<file path="src/rtl/fwdu_pkg.sv">
package fwdu_pkg;

  // Operand source code, shared by the selector and its users.
  typedef enum logic [1:0] {
    BYP_REGFILE = 2'b00,
    BYP_FAR     = 2'b01,
    BYP_NEAR    = 2'b10
  } byp_sel_e;

endpackage

</file>
<file path="src/rtl/fwdu_stage_hit.sv">
// One producer against one consumer source: qualifies when the producer
// writes a nonzero register that equals the source.
module fwdu_stage_hit #(
  parameter int AW = 5
) (
  input  logic [AW-1:0] src,
  input  logic [AW-1:0] dst,
  input  logic          wr,
  output logic          hit
);

  localparam logic [AW-1:0] ZERO_REG = '0;

  always_comb begin
    hit = wr && (dst != ZERO_REG) && (dst == src);
  end

endmodule

</file>
<file path="src/rtl/fwdu_operand_pick.sv">
// Priority pick for one operand: the near (younger) producer beats the far one.
module fwdu_operand_pick
  import fwdu_pkg::*;
#(
  parameter int AW = 5
) (
  input  logic [AW-1:0] src,
  input  logic [AW-1:0] near_dst,
  input  logic          near_wr,
  input  logic [AW-1:0] far_dst,
  input  logic          far_wr,
  output byp_sel_e      sel
);

  logic near_hit;
  logic far_hit;

  fwdu_stage_hit #(.AW(AW)) near_cmp_i (
    .src (src),
    .dst (near_dst),
    .wr  (near_wr),
    .hit (near_hit)
  );

  fwdu_stage_hit #(.AW(AW)) far_cmp_i (
    .src (src),
    .dst (far_dst),
    .wr  (far_wr),
    .hit (far_hit)
  );

  always_comb begin
    if (near_hit)     sel = BYP_NEAR;
    else if (far_hit) sel = BYP_FAR;
    else              sel = BYP_REGFILE;
  end

endmodule

</file>
<file path="src/rtl/fwdu_bypass_sel.sv">
// Registered bypass selector for both ALU operands.
module fwdu_bypass_sel
  import fwdu_pkg::*;
#(
  parameter int AW = 5
) (
  input  logic          clk,
  input  logic          rst,
  input  logic [AW-1:0] dec_src_a,
  input  logic [AW-1:0] dec_src_b,
  input  logic [AW-1:0] near_dst,
  input  logic          near_wr,
  input  logic [AW-1:0] far_dst,
  input  logic          far_wr,
  output logic [1:0]    sel_a,
  output logic [1:0]    sel_b
);

  localparam int NUM_OPS = 2;

  logic [AW-1:0] op_src  [NUM_OPS];
  byp_sel_e      op_next [NUM_OPS];
  byp_sel_e      op_q    [NUM_OPS];

  assign op_src[0] = dec_src_a;
  assign op_src[1] = dec_src_b;

  for (genvar g = 0; g < NUM_OPS; g++) begin : g_op
    fwdu_operand_pick #(.AW(AW)) pick_i (
      .src      (op_src[g]),
      .near_dst (near_dst),
      .near_wr  (near_wr),
      .far_dst  (far_dst),
      .far_wr   (far_wr),
      .sel      (op_next[g])
    );

    always_ff @(posedge clk) begin
      if (rst) op_q[g] <= BYP_REGFILE;
      else     op_q[g] <= op_next[g];
    end
  end

  assign sel_a = op_q[0];
  assign sel_b = op_q[1];

endmodule

</file>
<file path="config.mk">
export PLATFORM = sky130hd
export DESIGN_NAME = fwdu_bypass_sel
export DESIGN_NICKNAME = d
export VERILOG_FILES = /design/src/rtl/fwdu_pkg.sv /design/src/rtl/fwdu_stage_hit.sv /design/src/rtl/fwdu_operand_pick.sv /design/src/rtl/fwdu_bypass_sel.sv
export SDC_FILE = /design/constraint.sdc
export NUM_CORES = 1
export LEC_CHECK = 0
export ABC_AREA = 1
export BUFFER_PORTS_ARGS = -buffer_cell sky130_fd_sc_hd__buf_2
export CAP_MARGIN = 20
export CORE_UTILIZATION = 35
export CTS_CLUSTER_DIAMETER = 60
export DETAILED_ROUTE_END_ITERATION = 8
export SLEW_MARGIN = 10
export SYNTH_ARGS = -nofsm -noshare
export SYNTH_HDL_FRONTEND = slang
export SYNTH_HIERARCHICAL = 1
export SYNTH_SLANG_ARGS = --single-unit
</file>
<file path="constraint.sdc">
create_clock -name clk -period 0.87 [get_ports clk]
set_input_delay 0 -clock clk [delete_from_list [all_inputs] [get_ports clk]]
set_output_delay 0 -clock clk [all_outputs]
set_load 0.01 [all_outputs]
</file>
==> results.yml <==
final_layout:
  final_nets: 189
  largest_reg_flops: 4
  utilization: 0.502
  area_growth_pct: 28.3
  drive_gt1_frac: 0.221
  diodes: 0
  regMostFlops: "op_q"
  fill_cells: 188
  top_regs: "op_q (4)"
floorplan:
  initial_utilization: 0.392
  ioPinCount: 28
  core.rowCount: 14
  die_area_um2: 1920
  fp.dieW_um: 43.8
  fp.dieH_um: 43.8
  coreArea_um2: 1560
synth:
  synth_area_um2: 611
  syn_area_per_cell_um2: 4.56
  yosysSeqAreaShare: 0.131
  yosysTopAreaCell: "nand2_1"
  ys_ff_latch: 4
  synth_cell_type_count: 9
  synthCells: 134
  syn-num-nets: 158
  ys_warn_count: 6
  yosysTopAreaCellShare: 0.295
  yosys-top-cells-area: "nand2_1 30%, inv_1 26%, dfxtp_1 13%"
sta:
  slew_headroom: 0.884
  finalCritPeriodShare: 0.750
  rsz0062_at_grt: "no"
  setup_viol: 0
  fin_crit_ns: 0.653
  worstMarginPinSlew_ns: 0.173
  hold_violations: 0
  fmaxAchievable_mhz: 1530
  setup_tns_ns: 0
  slew_violations: 0
worst_setup_path:
  critPathMaxFanout: 1
  end_kind: "output port"
  slowest_stage: "dfxtp_1"
  arrival_ns: 0.65
  timing.critical_path.depth: 1
  cp_num_buf_inv: 1
  cp-startpoint: "op_q[1][1]"
  crit_end: "sel_b[1]"
  critPathRequiredTime_ns: 0.87
  start_kind: "flop"
  worstSetupPathType: "reg -> out"
  crit_family: "flip-flops"
  cpPeakStageDelay_ns: 0.30
  crit_chain: "buf_2"
grt:
  grt_pass1_wl_mm: 2.83
  grtUsageTotal: 0.193
  antenna_found_initial: 0
  grt_pass1_vias: 758
  grt_max_degree: 7
  grt-ovfl-total: 0
route:
  wl_per_cell_um: 8.06
  ant_nets: 0
  vias: 773
  routed_wirelength_mm: 1.44
  drc: 2
  vias_per_cell: 4.32
  drt_iter0_drc: 12
  drt-pass1-iter-count: 6
clock_network:
  cts_resized: 0
  postCtsSetupRepairBufs: 0
  clk_root_buffer_cell: "clkbuf_4"
  clk_pin_slew_ns: 0.03
  tritoncts: "yes"
  cts_buffer_depth: 2
  cts-htree-levels: 1
  cts_inserted_buffers: 3
  cts_sinks: 4
power:
  pwr-share-clk: 0.338
  p_leak_nw: 0.558
  p_comb_frac: 0.380
  swShare: 0.330
  internal_power_w: 0.000446
  post-layout-total-power_w: 0.000665
  vdd_ir_drop_max_uv: 634
  seqPwrFrac: 0.282
  power_density_nw_per_um2: 849
  p_sw_w: 0.000220
place:
  dpl.hpwl_mm: 1.23
  io_buffers: 27
  routabilityCongestion: 0.743
status:
  violations: "design-rule violations"
  status: "finished, violations left"
run:
  max-cap-violations: 0
min_path:
  worstHoldPathType: "in -> reg"
[synth_stat cells]
master   instances
nand2_1         48
inv_1           42
nor2_1          16
nand3_1          8
nor2_2           6
a21oi_1          4
dfxtp_1          4
o21ai_1          4
buf_4            2
[cell type report]
cell class              count  area (µm²)  area share
clock buffers               3        22.5      0.0288
inverters                  42         158       0.201
flip-flops and latches      4        80.1       0.102
multi-input cells          86         358       0.457
repair buffers             28         145       0.185
well taps                  16        20.0      0.0256
[worst min path at each step]
stage                 from          to  slack (ns)  cells past startpoint
2_1_floorplan          rst  op_q[0][1]        0.07                      1
3_3_place_gp           rst  op_q[0][1]        0.21                      2
3_5_place_dp           rst  op_q[0][0]        0.21                      2
4_1_cts        near_dst[4]  op_q[1][1]        0.19                      5
5_1_grt        near_dst[4]  op_q[1][1]        0.21                      5
6_report       near_dst[4]  op_q[1][1]        0.19                      5
[placed cells by master, fill, tap and decap left out]
cell | synthesis | final
buf_2 | 0 | 27
nand3_1 | 8 | 8
o21ai_1 | 4 | 4
clkbuf_4 | 0 | 3
inv_1 | 42 | 42
nand2_1 | 48 | 48
nor2_2 | 6 | 6
dlygate4sd3_1 | 0 | 1
a21oi_1 | 4 | 4
dfxtp_1 | 4 | 4
nor2_1 | 16 | 16
[power groups by stage]
| stage | clock network, W | logic, W | registers, W |
|---|---|---|---|
| finish | 0.000225 | 0.000253 | 0.000187 |
| global route | 0.000268 | 0.000302 | 0.000187 |
| CTS | 0.000240 | 0.000255 | 0.000187 |
| detailed placement | 0 | 0.000250 | 0.000190 |
| global placement | 0 | 0.000244 | 0.000190 |
| floorplan | 0 | 0.000141 | 0.000191 |
[kinds of logic (layout without fill, tap and decap cells)]
| kind of cell | count (synthesis) | after routing | share of synthesized area |
|---|---|---|---|
| AOI/OAI and AO/OA | 8 | 8 | 0.0656 |
| buffers and inverters | 44 | 73 | 0.283 |
| DFF | 4 | 4 | 0.131 |
| and+or+nand+nor | 78 | 78 | 0.521 |
[per-stage QoR]
stage / cell area [µm²] / setup WS (ns) / hold WS, ns / instances
6_report: 783 / 0.217 / 0.195 / 179
3_5_place_dp: 751 / 0.00231 / 0.209 / 175
3_3_place_gp: 751 / -0.00291 / 0.208 / 175
2_1_floorplan: 611 / 0.197 / 0.0712 / 134
4_1_cts: 783 / 0.202 / 0.192 / 179
5_1_grt: 783 / 0.0890 / 0.207 / 179
[what timing repair did]
action                                 CTS  global route
hold buffers                             1             0
endpoints found under the hold margin    4             0
setup endpoints to repair                0             0
[per-layer routing]
layer / up-vias / track usage / part of all wire
met5: - / 0 / 0
met4: 0 / 0.0188 / 0
met3: 0 / 0.0625 / 0.057
met2: 21 / 0.331 / 0.45
met1: 319 / 0.243 / 0.49
li1: 433 / - / -
Power figures use the tool's default switching activity.
